==> config.mk <==
export PLATFORM = sky130hd
export DESIGN_NAME = cpu_bus_sync
export DESIGN_NICKNAME = d
export VERILOG_FILES = /design/src/rtl/cbs_pkg.sv /design/src/rtl/cbs_phase.sv /design/src/rtl/cbs_decode.sv /design/src/rtl/cbs_fsm.sv /design/src/rtl/cpu_bus_sync.sv
export SDC_FILE = /design/constraint.sdc
export NUM_CORES = 1
export LEC_CHECK = 0
export CORE_MARGIN = 2
export CORE_UTILIZATION = 26
export DETAILED_ROUTE_END_ITERATION = 10
export GPL_TIMING_DRIVEN = 1
export PLACE_DENSITY = 0.87
export SETUP_SLACK_MARGIN = 0.05
export SLEW_MARGIN = 20
export SYNTH_ARGS = -nofsm -noshare
export SYNTH_HDL_FRONTEND = slang
export SYNTH_SLANG_ARGS = --single-unit
==> constraint.sdc <==
create_clock -name clk -period 1.52 [get_ports clk]
set_clock_uncertainty 0.1 [all_clocks]
set_input_delay 0.304 -clock clk [delete_from_list [all_inputs] [get_ports clk]]
set_output_delay 0.304 -clock clk [all_outputs]
set_load 0.05 [all_outputs]
==> src/rtl/cbs_pkg.sv <==
package cbs_pkg;
    typedef enum logic [1:0] {
        SP_RAM = 2'd0,
        SP_IO  = 2'd1,
        SP_ROM = 2'd2,
        SP_EXP = 2'd3
    } space_e;

    typedef enum logic [1:0] {
        ST_IDLE  = 2'd0,
        ST_ALIGN = 2'd1,
        ST_XFER  = 2'd2
    } sync_st_e;
endpackage

==> src/rtl/cbs_phase.sv <==
module cbs_phase #(
    parameter int PW = 2
) (
    input  logic          clk,
    input  logic          rst_n,
    output logic [PW-1:0] phase_o,
    output logic          at_zero_o,
    output logic          at_last_o,
    output logic          slow_clk_o
);
    logic [PW-1:0] phase_q;

    always_ff @(posedge clk or negedge rst_n) begin
        if (!rst_n) phase_q <= '0;
        else        phase_q <= phase_q + PW'(1);
    end

    assign phase_o    = phase_q;
    assign at_zero_o  = (phase_q == '0);
    assign at_last_o  = (phase_q == '1);
    assign slow_clk_o = ~phase_q[PW-1];

    // counter steps by one every fast cycle
    p_phase_step_r1: assert property (@(posedge clk) disable iff (!rst_n)
        1'b1 |=> (phase_q == $past(phase_q) + PW'(1)));
endmodule

==> src/rtl/cbs_decode.sv <==
module cbs_decode
    import cbs_pkg::*;
#(
    parameter int             AW      = 16,
    parameter logic [AW-1:0]  IO_LO   = 16'hD000,
    parameter logic [AW-1:0]  IO_HI   = 16'hD7FF,
    parameter logic [AW-1:0]  EXP_LO  = 16'hD100,
    parameter logic [AW-1:0]  EXP_HI  = 16'hD1FF,
    parameter logic [AW-1:0]  ROMA_LO = 16'hC000,
    parameter logic [AW-1:0]  ROMA_HI = 16'hCFFF,
    parameter logic [AW-1:0]  ROMB_LO = 16'hD800
) (
    input  logic [AW-1:0] addr_i,
    output space_e        space_o,
    output logic          slow_o
);
    always_comb begin
        if (addr_i >= EXP_LO && addr_i <= EXP_HI)
            space_o = SP_EXP;
        else if (addr_i >= IO_LO && addr_i <= IO_HI)
            space_o = SP_IO;
        else if ((addr_i >= ROMA_LO && addr_i <= ROMA_HI) || addr_i >= ROMB_LO)
            space_o = SP_ROM;
        else
            space_o = SP_RAM;
    end

    assign slow_o = (space_o != SP_RAM);
endmodule

==> src/rtl/cbs_fsm.sv <==
module cbs_fsm
    import cbs_pkg::*;
(
    input  logic clk,
    input  logic rst_n,
    input  logic slow_req_i,
    input  logic at_zero_i,
    input  logic at_last_i,
    input  logic halt_i,
    output logic bus_act_o,
    output logic wait_o
);
    sync_st_e state_q, state_d;
    logic     free_slot;
    logic     done;

    assign free_slot = at_zero_i && !halt_i;

    always_ff @(posedge clk or negedge rst_n) begin
        if (!rst_n) state_q <= ST_IDLE;
        else        state_q <= state_d;
    end

    always_comb begin
        state_d   = state_q;
        bus_act_o = 1'b0;
        done      = 1'b0;
        unique case (state_q)
            ST_IDLE: begin
                if (slow_req_i) begin
                    if (free_slot) begin
                        state_d   = ST_XFER;
                        bus_act_o = 1'b1;
                    end else begin
                        state_d = ST_ALIGN;
                    end
                end
            end
            ST_ALIGN: begin
                if (!slow_req_i) begin
                    state_d = ST_IDLE;
                end else if (free_slot) begin
                    state_d   = ST_XFER;
                    bus_act_o = 1'b1;
                end
            end
            ST_XFER: begin
                bus_act_o = 1'b1;
                if (at_last_i) begin
                    state_d = ST_IDLE;
                    done    = 1'b1;
                end
            end
            default: state_d = ST_IDLE;
        endcase
        wait_o = slow_req_i && !done;
    end

    // a slow cycle opens only at phase 0
    p_start_phase0_r4: assert property (@(posedge clk) disable iff (!rst_n)
        $rose(bus_act_o) |-> at_zero_i);
    // never start into a halted phase 0
    p_halt_blocks_r7: assert property (@(posedge clk) disable iff (!rst_n)
        (bus_act_o && at_zero_i) |-> !halt_i);
    // an open slow cycle runs through phase 3
    p_xfer_hold_r6: assert property (@(posedge clk) disable iff (!rst_n)
        (bus_act_o && !at_last_i) |=> bus_act_o);
    // wait released only on the final slow phase
    p_wait_end_r5: assert property (@(posedge clk) disable iff (!rst_n)
        (slow_req_i && !wait_o) |-> (bus_act_o && at_last_i));
endmodule

==> src/rtl/cpu_bus_sync.sv <==
module cpu_bus_sync
    import cbs_pkg::*;
#(
    parameter int AW = 16,
    parameter int DW = 8,
    parameter int PW = 2
) (
    input  logic          clk,
    input  logic          rst_n,
    input  logic          cpu_req,
    input  logic [AW-1:0] cpu_addr,
    input  logic          cpu_we,
    input  logic [DW-1:0] cpu_wdata,
    output logic [DW-1:0] cpu_rdata,
    output logic          cpu_wait,
    output logic          ram_sel,
    output logic          ram_we,
    input  logic [DW-1:0] ram_rdata,
    output logic          sb_cyc,
    output logic [AW-1:0] sb_addr,
    output logic          sb_we,
    output logic [DW-1:0] sb_wdata,
    input  logic [DW-1:0] sb_rdata,
    input  logic          sb_halt,
    output logic [1:0]    sb_space,
    output logic          slow_clk
);
    logic [PW-1:0] phase;
    logic          at_zero, at_last;
    space_e        space;
    logic          is_slow, slow_req, bus_act;

    cbs_phase #(.PW(PW)) u_phase (
        .clk        (clk),
        .rst_n      (rst_n),
        .phase_o    (phase),
        .at_zero_o  (at_zero),
        .at_last_o  (at_last),
        .slow_clk_o (slow_clk)
    );

    cbs_decode #(.AW(AW)) u_decode (
        .addr_i  (cpu_addr),
        .space_o (space),
        .slow_o  (is_slow)
    );

    assign slow_req = cpu_req && is_slow;

    cbs_fsm u_fsm (
        .clk        (clk),
        .rst_n      (rst_n),
        .slow_req_i (slow_req),
        .at_zero_i  (at_zero),
        .at_last_i  (at_last),
        .halt_i     (sb_halt),
        .bus_act_o  (bus_act),
        .wait_o     (cpu_wait)
    );

    always_comb begin
        ram_sel   = cpu_req && !is_slow;
        ram_we    = ram_sel && cpu_we;
        sb_cyc    = bus_act;
        sb_addr   = bus_act ? cpu_addr  : '0;
        sb_we     = bus_act && cpu_we;
        sb_wdata  = bus_act ? cpu_wdata : '0;
        sb_space  = space;
        cpu_rdata = is_slow ? sb_rdata : ram_rdata;
    end

    // RAM accesses never stall
    p_ram_nowait_r3: assert property (@(posedge clk) disable iff (!rst_n)
        ram_sel |-> (!cpu_wait && !sb_cyc));
    // slow clock rises with phase 0
    p_slowclk_r1: assert property (@(posedge clk) disable iff (!rst_n)
        $rose(slow_clk) |-> (phase == '0));
endmodule

==> summary.txt, run 1 <==
Status
  • Run status: stopped before the end
  • Stage where the run ended: 4_1_cts
  • Error that stopped the run: [ERROR DPL-0038] Utilization greater than 100%, impossible to legalize

Yosys
  • Post-synthesis area per instance: 9.245 µm²
  • Area contributors post-synth: sky130_fd_sc_hd__o2bb2ai_1, sky130_fd_sc_hd__nand3b_1, sky130_fd_sc_hd__dfrtp_1, sky130_fd_sc_hd__mux2_4, sky130_fd_sc_hd__ha_1
  • Fraction of post-synthesis cell area in the top cell type by area: 0.2526
  • Commonest register cell after synthesis: sky130_fd_sc_hd__dfrtp_1
  • Number of instances in the synthesized netlist: 90
  • Share of the yosys chip area belonging to registers: 0.1203
  • Top cell types by occurrence after synthesis: sky130_fd_sc_hd__o2bb2ai_1, sky130_fd_sc_hd__nand3b_1, sky130_fd_sc_hd__mux2_4
  • Number of synthesized register bits: 4
  • Mapped cell area: 832.0 µm²
  • Synthesized netlist net count: approximately 140
  • Most used standard cell by instance count after synthesis: sky130_fd_sc_hd__o2bb2ai_1
  • Count of flip-flops with a built-in enable after synthesis: 0
  • Cell type with the highest aggregate area in the netlist: sky130_fd_sc_hd__o2bb2ai_1
  • Warnings, synthesis: 0
  • Share of flip-flops with an asynchronous set or reset after synthesis: 1.000
  • Yosys cell types: 25

Placement
  • RD Place Congestion: just under 0.8
  • Detailed placer's ending HPWL: 4916 µm
  • Buffers added on ports: 84
  • Setup Slack @ Placement: -0.5815 ns

Floorplanning
  • DIE HEIGHT: between 60 and 70 µm
  • Floorplan row count: 20
  • Die X-Extent: 60.57 µm
  • Initial Utilization: 0.2725
  • Count of boundary I/O pins: 85

CTS
  • CTS HTree Levels: 1
  • Clock tree root buffer cell: sky130_fd_sc_hd__clkbuf_4
  • Post-CTS Hold Fix Bufs: 0
  • Maximum buffer depth of the clock tree: 2
  • Count of instances resized after the clock tree is built: 87
  • Setup bufs post-CTS: 4
  • Clock buffer count from CTS: 3
  • Clock sinks: 4
stage by stage:
step	setup TNS, ns	util	hold WS [ns]	std cells	cell area, µm²
2_1_floorplan	-6.879	-	-0.09159	90	1406
3_3_place_gp	-17.58	0.9570	0.4062	253	2922
3_5_place_dp	-20.69	0.9570	0.4196	253	2922
cells by family after synthesis:
kind of cell    after synthesis  synth area share
mux                           8            0.1353
simple gates                 35            0.3278
buf+inv                      12           0.09022
flops                         4            0.1203
compound gates               29            0.2962
fa+ha+maj                     2           0.03007
==> run 2, diff against run 1 <==
- CORE_AREA: default -> 2 2 63 65
- CORE_MARGIN: 2 -> default
- CORE_UTILIZATION: 26 -> default
- DIE_AREA: default -> 0 0 65 67
- PLACE_DENSITY: 0.87 -> default
- PLACE_DENSITY_LB_ADDON: default -> 0.15
- SETUP_SLACK_MARGIN: 0.05 -> default
- clock period: 1.52 -> 2 ns (I/O delays scaled with it)
==> summary.txt, run 2 <==
Floorplanning
  • Count of boundary I/O pins: 85
  • DIE HEIGHT: 67 µm
  • Core Box Area: 3606 µm²
  • Die Footprint: 4355 µm²
  • Die X-Extent: roughly 65 µm
  • Floorplan row count: 22
  • Initial Utilization: 0.2307

Timing
  • Final Hold Violating Endpoints: 0
  • Tmin final: 1.999 ns
  • Crit path setup slack, layout: approximately 0.00073 ns
  • Crit share post-route: 0.9996
  • Final-report setup violation count: 0
  • RSZ-0062 raised after global routing: yes
  • Count of final max-slew check failures: 0
  • Transition time at the pin with the least slew margin: 0.3427 ns
  • Final hold slack: approximately 0.28 ns
  • Peak clock frequency supported by timing: 500.2 MHz
  • Relative max-transition margin: 0.7715

Yosys
  • Top cell types by occurrence after synthesis: sky130_fd_sc_hd__o2bb2ai_1, sky130_fd_sc_hd__nand3b_1, sky130_fd_sc_hd__mux2_4
  • Synthesized netlist net count: roughly 140
  • Adder-cell share of the synthesized area: 0.03008
  • Fraction of the mapped netlist area in simple logic gates: 0.3278
  • Most used standard cell by instance count after synthesis: sky130_fd_sc_hd__o2bb2ai_1
  • Fraction of post-synthesis cell area in the top cell type by area: 0.2526
  • Share of the yosys chip area belonging to registers: 0.1203
  • Number of synthesized register bits: 4
  • Largest family of logic cells by synthesized area: simple AND/OR/NAND/NOR gates
  • Commonest register cell after synthesis: sky130_fd_sc_hd__dfrtp_1
  • Mapped cell area: about 830 µm²
  • Area contributors post-synth: sky130_fd_sc_hd__o2bb2ai_1, sky130_fd_sc_hd__nand3b_1, sky130_fd_sc_hd__dfrtp_1, sky130_fd_sc_hd__mux2_4, sky130_fd_sc_hd__ha_1
  • Warnings, synthesis: 0
  • Count of flip-flops with a built-in enable after synthesis: 0
  • Cell type with the highest aggregate area in the netlist: sky130_fd_sc_hd__o2bb2ai_1
  • Mux share of post-synthesis cell area: 0.1353
  • Share of flip-flops with an asynchronous set or reset after synthesis: 1.000
  • Share of the synthesized area in compound gates (AO/OA/AOI/OAI): 0.2962
  • Share of the synthesized netlist area taken by xor and xnor gates: 0
  • Yosys cell types: 25
  • Number of instances in the synthesized netlist: 90
  • Post-synthesis area per instance: 9.245 µm²

Pwr
  • VDD IR-drop max: 391.0 µV
  • Static Leak: around 1.0 nW
  • Combinational fraction of design power: 0.640
  • Internal portion of total power: 0.4468 mW
  • Power dissipated by switching net loads: 0.2533 mW
  • Clock network power share: 0.241
  • Sequential share of power: 0.119
  • Switching power as a share of total power: 0.3618
  • Areal power density over the cells: 246.4 nW/µm²

CTS
  • TritonCTS clock tree: yes
  • Clock sinks: 4
  • Clock tree root buffer cell: sky130_fd_sc_hd__clkbuf_8
  • Clock buffer count from CTS: 3
  • Post-CTS Hold Fix Bufs: 0
  • Maximum buffer depth of the clock tree: 2
  • CTS HTree Levels: 1
  • Insertion delay to the later sink of the worst-skew pair: approximately 0.22 ns
  • Clk pin slew, worst setup/hold paths: 0.03 ns

Setup path
  • Setup crit end kind: output port
  • Dominant delay contributor by cell family on the critical path: flip-flops
  • Crit path arrival time: 1.50 ns
  • Critical path's slowest cell: sky130_fd_sc_hd__dfrtp_1
  • Worst reg2reg setup slack: 0.56 ns
  • Worst-path fanout max: 14
  • Largest stage delay on the critical path: 0.39 ns
  • Destination of the worst register-to-register timing path: u_fsm.state_q[0]
  • Start-to-end type of the worst setup path: flop to output port
  • Worst R2R Start: u_phase.phase_o[1]
  • Count of cell instances traversed by the critical path: 6
  • Worst Path Required: 1.50 ns
  • Cell breakdown of the critical path: clkinvlp_4 -> ha_4 -> buf_12 -> nand3b_1 -> o2bb2ai_4 -> buf_12
  • Worst reg-to-reg path cell count: 5
  • Crit path buffers/inverters: 3
  • Element type at the critical path start: flop
  • Most Frequent Cell on Critical Path: sky130_fd_sc_hd__buf_12

Global routing
  • Grt met1 use: 0.2152
  • Number of antenna violations at the first check in global routing: 0
  • Global routing usage on met2: 0.4124
  • Total global routing overflow: 0
  • Met3 layer usage reported by global route: 0.02027
  • Pin count of the biggest net entering global routing: 20
  • Most heavily used metal layer in global routing: met2
  • Total routing resource utilization after global routing: 0.1996
  • Number of global-route vias before repair: 1292
  • Wire length of the first global-routing pass: about 6700 µm

Layout
  • Layout cells sized above 1: 0.6154
  • Leading cell types in the layout, fill and taps excluded: sky130_fd_sc_hd__clkdlybuf4s50_1, sky130_fd_sc_hd__buf_12, sky130_fd_sc_hd__buf_4
  • Final #Nets: 244
  • Synth-to-Final Area Change: 241.5%
  • Post-route insts no fill: about 240
  • Antenna cell count: 0
  • Leading cell type in the layout, fill and taps excluded: sky130_fd_sc_hd__clkdlybuf4s50_1

Placement
  • RD Place Congestion: a little under 0.7
  • # placed instances: 231
  • Detailed placer's ending HPWL: 3047 µm
  • Buffers added on ports: 84
  • Setup Slack @ Placement: -0.2376 ns

Routing
  • Drt wl/cell: 17.47 µm
  • Post-detailed-route via-to-cell ratio: approximately 4.9
  • ANT nets after route: 0
  • Total via count in the routed design: 1199
  • Total wirelength of the detailed-routed design: 4246 µm
  • Total DRC errors in the routed layout: 0
  • Number of iterations in the first detailed-routing pass: 4
  • First DRT Iteration DRCs: 20

Min path
  • Kind of path behind the tightest hold check: input pin to asynchronous set/reset pin

Status
  • Run status: finished, final reports clean

Run
  • Number of maximum-capacitance constraint violations: 0
run 2: cell counts after synthesis:
No cell type changed its count.
run 2: cell families (layout without fill, tap and decap cells):
group	count (synthesis)	in the layout
buffers and inverters	12	117
muxes	8	8
DFF	4	4
AOI/OAI and AO/OA	29	29
adders and majority gates	2	2
and+or+nand+nor	35	35
run 2: area by class of cell:
| type | instances | area (µm²) |
|---|---|---|
| repair buffers | 112 | 1463 |
| multi-input cells | 74 | 1166 |
| fillers | 203 | 764.5 |
| flip-flops and latches | 4 | 100.1 |
| well taps | 48 | 60.06 |
| clock buffers | 3 | 41.29 |
| inverters | 2 | 11.26 |
run 2: through the flow:
stage | util | cell area [µm²] | power (mW) | TNS [ns]
detailed placement | 0.7193 | 2594 | 0.5073 | -7.006
finish | 0.7880 | 2841 | 0.7001 | 0
global route | 0.7880 | 2841 | 0.7237 | -0.4109
CTS | 0.7824 | 2821 | 0.7044 | -0.009875
global placement | 0.7193 | 2594 | 0.5011 | -6.845
floorplan | - | 1261 | 0.2740 | 0
run 2: layer usage:
| layer | up-vias | part of all wire |
|---|---|---|
| li1 | 574 | - |
| met1 | 584 | 0.38 |
| met2 | 38 | 0.58 |
| met3 | 3 | 0.038 |
| met4 | 0 | 0.0049 |
| met5 | - | 0 |
run 2: worst register-to-register path: cells and delay by family (launching register included):
kind,cells,cell delay (ns)
adder cells (fa/ha/maj),1,0.20
buffers and inverters,2,0.30
flip-flops,1,0.38
AND/OR/NAND/NOR,2,0.39
run 2: worst max path at each step:
stage	slack, ns	startpoint	to
finish	0.0007	u_phase.phase_o[1]	sb_addr[10]
CTS	-0.006	u_phase.phase_o[1]	sb_addr[15]
floorplan	0.02	u_fsm.state_q[1]	cpu_wait
global placement	-0.22	cpu_addr[15]	cpu_rdata[0]
detailed placement	-0.24	cpu_addr[14]	cpu_rdata[4]
global route	-0.05	u_phase.phase_o[1]	sb_addr[8]
run 2: power by group through the flow:
stage	clock, mW	combinational, mW	sequential, mW
after global routing	0.175	0.465	0.0835
final	0.169	0.448	0.0834
after CTS	0.174	0.447	0.0834
after detailed placement	0	0.423	0.0845
after global placement	0	0.417	0.0844
after floorplan	0	0.190	0.0839
run 2: timing repair:
action | 4_1_cts | 5_1_grt
setup buffers | 6 | 1
gates resized for setup | 22 | 5
pin swaps | 5 | 2
gates cloned | 2 | 0
endpoints found under the hold margin | 0 | 0
setup endpoints to repair | 39 | 26
Power figures use the tool's default switching activity.
==> run 3, diff against run 2 <==
--- a/config.mk
+++ b/config.mk
@@ -7,5 +7,6 @@
 export LEC_CHECK = 0
-export CORE_AREA = 2 2 63 65
+export CORE_AREA = 10 10 71 73
 export DETAILED_ROUTE_END_ITERATION = 10
-export DIE_AREA = 0 0 65 67
+export DIE_AREA = 0 0 81 83
+export GPL_ROUTABILITY_DRIVEN = 0
 export GPL_TIMING_DRIVEN = 1
--- a/constraint.sdc
+++ b/constraint.sdc
@@ -4,2 +4,2 @@
 set_output_delay 0.4 -clock clk [all_outputs]
-set_load 0.05 [all_outputs]
+set_load 0.005 [all_outputs]
==> summary.txt, run 3 (synthesis gave the netlist of run 2 again) <==
Timing
  • Final-report setup violation count: 0
  • Peak clock frequency supported by timing: slightly above 500 MHz
  • Count of final max-slew check failures: 0
  • Crit share post-route: 0.9813
  • Final Hold Violating Endpoints: 0
  • Tmin final: 1.963 ns
  • Setup_tns: 0 ns
  • Final hold slack: ~0.29 ns
  • Transition time at the pin with the least slew margin: 0.1927 ns
  • Relative max-transition margin: 0.8711

CTS
  • CTS HTree Levels: 1
  • Clk pin slew, worst setup/hold paths: 0.03 ns
  • Clock sinks: 4
  • TritonCTS clock tree: yes
  • Clock tree root buffer cell: sky130_fd_sc_hd__clkbuf_8
  • Clock buffer count from CTS: 3
  • Maximum buffer depth of the clock tree: 2
  • Insertion delay to the later sink of the worst-skew pair: 0.21 ns

Global routing
  • Grt met1 use: 0.1149
  • Most heavily used metal layer in global routing: met2
  • Number of global-route vias before repair: 1201
  • Pin count of the biggest net entering global routing: 21
  • Total routing resource utilization after global routing: 0.1140
  • Number of antenna violations at the first check in global routing: 0
  • Met3 layer usage reported by global route: 0.03879
  • Total global routing overflow: 0
  • Wire length of the first global-routing pass: 6182 µm
  • Global routing usage on met2: 0.2169

Floorplanning
  • DIE HEIGHT: 83 µm
  • Die Footprint: approximately 6700 µm²
  • Count of boundary I/O pins: 85
  • Core Box Area: 3633 µm²
  • Initial Utilization: 0.2290
  • Die X-Extent: 81 µm
  • Floorplan row count: 22

Setup path
  • Element type at the critical path start: input pin
  • Cell breakdown of the critical path: clkdlybuf4s50_1 -> or3b_4 -> a21oi_2 -> buf_2
  • Largest stage delay on the critical path: 0.42 ns
  • Setup crit end kind: output port
  • Worst R2R Start: u_phase.phase_o[0]
  • Dominant delay contributor by cell family on the critical path: buffers and inverters
  • Crit path buffers/inverters: 2
  • Timing startpoint of the critical path: cpu_addr[10]
  • Worst-path fanout max: 2
  • Start-to-end type of the worst setup path: input pin to output port
  • Worst Path Required: approximately 1.5 ns
  • Critical path's slowest cell: sky130_fd_sc_hd__clkdlybuf4s50_1
  • Crit path arrival time: 1.46 ns

Placement
  • Detailed placer's ending HPWL: 3230 µm
  • Buffers added on ports: 84

Pwr
  • Design Power: 0.4814 mW
  • VDD IR-drop max: 435.0 µV
  • Static Leak: slightly above 0.8 nW
  • Areal power density over the cells: 259.5 nW/µm²

Layout
  • Leading cell type in the layout, fill and taps excluded: sky130_fd_sc_hd__clkdlybuf4s50_1
  • Antenna cell count: 0
  • Synth-to-Final Area Change: 123.0%
  • Layout cells sized above 1: 0.3737
  • Leading cell types in the layout, fill and taps excluded: sky130_fd_sc_hd__clkdlybuf4s50_1, sky130_fd_sc_hd__nand3b_1, sky130_fd_sc_hd__o2bb2ai_1
  • Final #Nets: between 200 and 250
  • Number of filler cells placed in the layout: approximately 360

Min path
  • Kind of path behind the tightest hold check: input pin to asynchronous set/reset pin

Run
  • Number of maximum-capacitance constraint violations: 0

Routing
  • Number of iterations in the first detailed-routing pass: 4
  • Total wirelength of the detailed-routed design: just over 4000 µm
  • Drt wl/cell: 17.23 µm
  • ANT nets after route: 0
  • First DRT Iteration DRCs: 24
  • Post-detailed-route via-to-cell ratio: 4.681
  • Total via count in the routed design: ~1100
  • Total DRC errors in the routed layout: 0

Status
  • Run status: finished, final reports clean
[run 3: changes by cell type in the layout (fill, tap and decap cells not counted), moves of 4 or more]
cell / delta
sky130_fd_sc_hd__buf_12: -32
sky130_fd_sc_hd__dlygate4sd2_1: +16
sky130_fd_sc_hd__o2bb2ai_1: +21
sky130_fd_sc_hd__o2bb2ai_4: -24
sky130_fd_sc_hd__clkbuf_2: +7
sky130_fd_sc_hd__clkdlybuf4s15_1: +4
sky130_fd_sc_hd__buf_4: -8
sky130_fd_sc_hd__buf_2: +13
[run 3: worst register-to-register path: cells and delay by family, from the launching register on]
| kind | cells | cell delay, ns |
|---|---|---|
| DFF | 1 | 0.38 |
| and+or+nand+nor | 2 | 0.27 |
| buffers and inverters | 1 | 0.09 |
| adders and majority gates | 1 | 0.16 |
[run 3: timing repair]
item,4_1_cts,5_1_grt
endpoints found under the hold margin,0,0
gates cloned,1,0
setup endpoints to repair,39,21
pin swaps,4,4
hold buffers,0,0
resized for setup,101,24
setup buffers,5,2
[run 3: cell type report]
class / instances / area, µm² / share of cell area
inverter: 2 / 7.507 / 0.004046
multi-input combinational: 74 / 713.2 / 0.3844
clock buffer: 3 / 41.29 / 0.02225
sequential: 4 / 100.1 / 0.05394
tap: 48 / 60.06 / 0.03237
timing repair buffer: 107 / 933.4 / 0.5030
[run 3: path summary, 6_finish.rpt]
path,end,cells past startpoint,slack [ns]
min reg2reg,u_fsm.state_q[1],2,0.49
max,sb_space[1],4,0.04
min in group clk,u_fsm.state_q[1],2,0.49
max reg2reg,u_fsm.state_q[0],4,0.89
max in group asynchronous,u_phase.phase_o[0],1,1.34
min,u_fsm.state_q[0],1,0.29
[run 3: routing by layer]
metal	vias up	wire, µm
met5	-	0
met2	40	2251
met4	0	8
met3	2	289
met1	517	1552
li1	555	-
[run 3: where the power goes]
part	switching, mW	internal, mW	total, mW
clock network	0.0389	0.128	0.167
logic	0.0783	0.153	0.231
registers	0.000781	0.0826	0.0834
[run 3: stage by stage]
stage / cell area (µm²) / utilization / std cells / setup slack (ns)
finish: 1856 / 0.5107 / 238 / 0.03747
global route: 1856 / 0.5107 / 238 / -0.02018
CTS: 1863 / 0.5127 / 237 / 0.007057
detailed placement: 1813 / 0.4990 / 228 / -0.5405
global placement: 1813 / 0.4990 / 228 / -0.5440
floorplan: 832.0 / - / 90 / 0.3111
==> run 4, diff against run 3 <==
- CTS_CLUSTER_DIAMETER: default -> 100
- TNS_END_PERCENT: default -> 10
==> summary.txt, run 4 (synthesis gave the netlist of run 2 again) <==
Layout
  • Number of filler cells placed in the layout: 365
  • Antenna cell count: 0
  • Post-route cell area: approximately 1900 µm²
  • Final #Nets: roughly 240
  • Layout cells sized above 1: 0.3895
  • Leading cell type in the layout, fill and taps excluded: sky130_fd_sc_hd__clkdlybuf4s50_1
  • Leading cell types in the layout, fill and taps excluded: sky130_fd_sc_hd__clkdlybuf4s50_1, sky130_fd_sc_hd__nand3b_1, sky130_fd_sc_hd__o2bb2ai_1
  • Post-route insts no fill: 238
  • Synth-to-Final Area Change: 123.3%

Routing
  • Number of iterations in the first detailed-routing pass: 4
  • Total wirelength of the detailed-routed design: 4140 µm
  • Routed length on met1: roughly 1600 µm
  • WL met3: 286 µm
  • Total via count in the routed design: 1125
  • First DRT Iteration DRCs: 21
  • WL met2: roughly 2300 µm
  • Post-detailed-route via-to-cell ratio: 4.727
  • Total DRC errors in the routed layout: 0
  • Max layer used: met4
  • Drt wl/cell: about 17 µm
  • ANT nets after route: 0

Timing
  • Final-report setup violation count: 0
  • Relative max-transition margin: 0.8703
  • Tmin final: 1.962 ns
  • Final Hold Violating Endpoints: 0
  • Transition time at the pin with the least slew margin: 0.1940 ns
  • RSZ-0062 raised after global routing: yes
  • Crit share post-route: 0.9809
  • Count of final max-slew check failures: 0
  • Peak clock frequency supported by timing: 509.8 MHz
  • Setup_tns: 0 ns

Floorplanning
  • Die Footprint: 6723 µm²
  • Floorplan row count: 22
  • Count of boundary I/O pins: 85
  • DIE HEIGHT: 83 µm
  • Core Box Area: ~3600 µm²
  • Die X-Extent: 81 µm
  • Initial Utilization: 0.2290

Placement
  • Buffers added on ports: 84
  • Detailed placer's ending HPWL: 3230 µm
  • # placed instances: 228
  • Cell area after placement: 1813 µm²

Setup path
  • Setup crit end kind: output port
  • Crit path arrival time: 1.46 ns
  • Timing startpoint of the critical path: cpu_addr[10]
  • Element type at the critical path start: input pin
  • Start-to-end type of the worst setup path: input pin to output port
  • Worst R2R Start: u_phase.phase_o[1]
  • Worst-path fanout max: 2
  • Worst Path Required: about 1.5 ns

CTS
  • Clock sinks: 4
  • Insertion delay to the later sink of the worst-skew pair: 0.21 ns
  • Clock tree root buffer cell: sky130_fd_sc_hd__clkbuf_8
  • Maximum buffer depth of the clock tree: 2
  • TritonCTS clock tree: yes
  • Post-CTS Hold Fix Bufs: 0
  • Clk pin slew, worst setup/hold paths: 0.03 ns
  • Clock buffer count from CTS: 3
  • CTS HTree Levels: 1

Global routing
  • Wire length of the first global-routing pass: 6216 µm
  • Number of antenna violations at the first check in global routing: 0
  • Total global routing overflow: 0
  • Number of global-route vias before repair: 1201
  • Pin count of the biggest net entering global routing: 21
  • Total routing resource utilization after global routing: 0.1142

Pwr
  • VDD IR-drop max: 434.0 µV
  • Static Leak: 0.8096 nW
  • Areal power density over the cells: 259.2 nW/µm²

Status
  • Run status: finished, final reports clean

Min path
  • Kind of path behind the tightest hold check: input pin to asynchronous set/reset pin

Run
  • Number of maximum-capacitance constraint violations: 0
==> run 4: metrics by stage <==
stage / total power, mW / hold WS (ns) / setup slack [ns] / util
2_1_floorplan: 0.1528 / 0.004409 / 0.3111 / -
3_3_place_gp: 0.3193 / 0.4381 / -0.5440 / 0.4990
6_report: 0.4816 / 0.2939 / 0.03829 / 0.5114
3_5_place_dp: 0.3252 / 0.4562 / -0.5405 / 0.4990
4_1_cts: 0.4896 / 0.2897 / -0.06532 / 0.5117
5_1_grt: 0.5131 / 0.2927 / -0.03785 / 0.5114
==> run 4: area by class of cell <==
cell class                      count  area (µm²)  share of cell area
Inverter                            2       7.507            0.004040
Clock buffer                        3       41.29             0.02222
Tap cell                           48       60.06             0.03232
Sequential cell                     4       100.1             0.05387
Timing Repair Buffer              107       935.9              0.5037
Multi-Input combinational cell     74       713.2              0.3838
==> run 4: metal layers <==
metal	vias to the layer above	global-route usage
met1	525	0.1156
met3	2	0.03879
met5	-	0
met4	0	0.01878
li1	556	-
met2	42	0.2169
==> run 4: report_power, final <==
group | switching, mW | internal (mW) | total (mW)
registers | 0.000782 | 0.0826 | 0.0834
clock network | 0.0392 | 0.128 | 0.167
logic | 0.0787 | 0.152 | 0.231
total | 0.119 | 0.363 | 0.482
==> run 4: repair_timing <==
item | in CTS | in global routing
cloned | 1 | 0
setup buffers | 3 | 3
pin swaps | 2 | 2
setup endpoints to repair | 39 | 26
gates resized for setup | 99 | 29
==> run 4: critical path, stage by stage <==
cell and delay, ns:
sky130_fd_sc_hd__clkdlybuf4s50_1 0.42, sky130_fd_sc_hd__or3b_4 0.38, sky130_fd_sc_hd__a21oi_2 0.14, sky130_fd_sc_hd__buf_2 0.12
==> run 4: worst paths after layout <==
| path | to | slack [ns] | cells past startpoint |
|---|---|---|---|
| max in group asynchronous | u_phase.phase_o[0] | 1.33 | 1 |
| worst min-delay path | u_fsm.state_q[0] | 0.29 | 1 |
| worst min register to register | u_fsm.state_q[1] | 0.49 | 2 |
| worst max register to register | u_fsm.state_q[1] | 0.81 | 4 |
| worst max-delay path | sb_space[1] | 0.04 | 4 |
| min in group clk | u_fsm.state_q[1] | 0.49 | 2 |
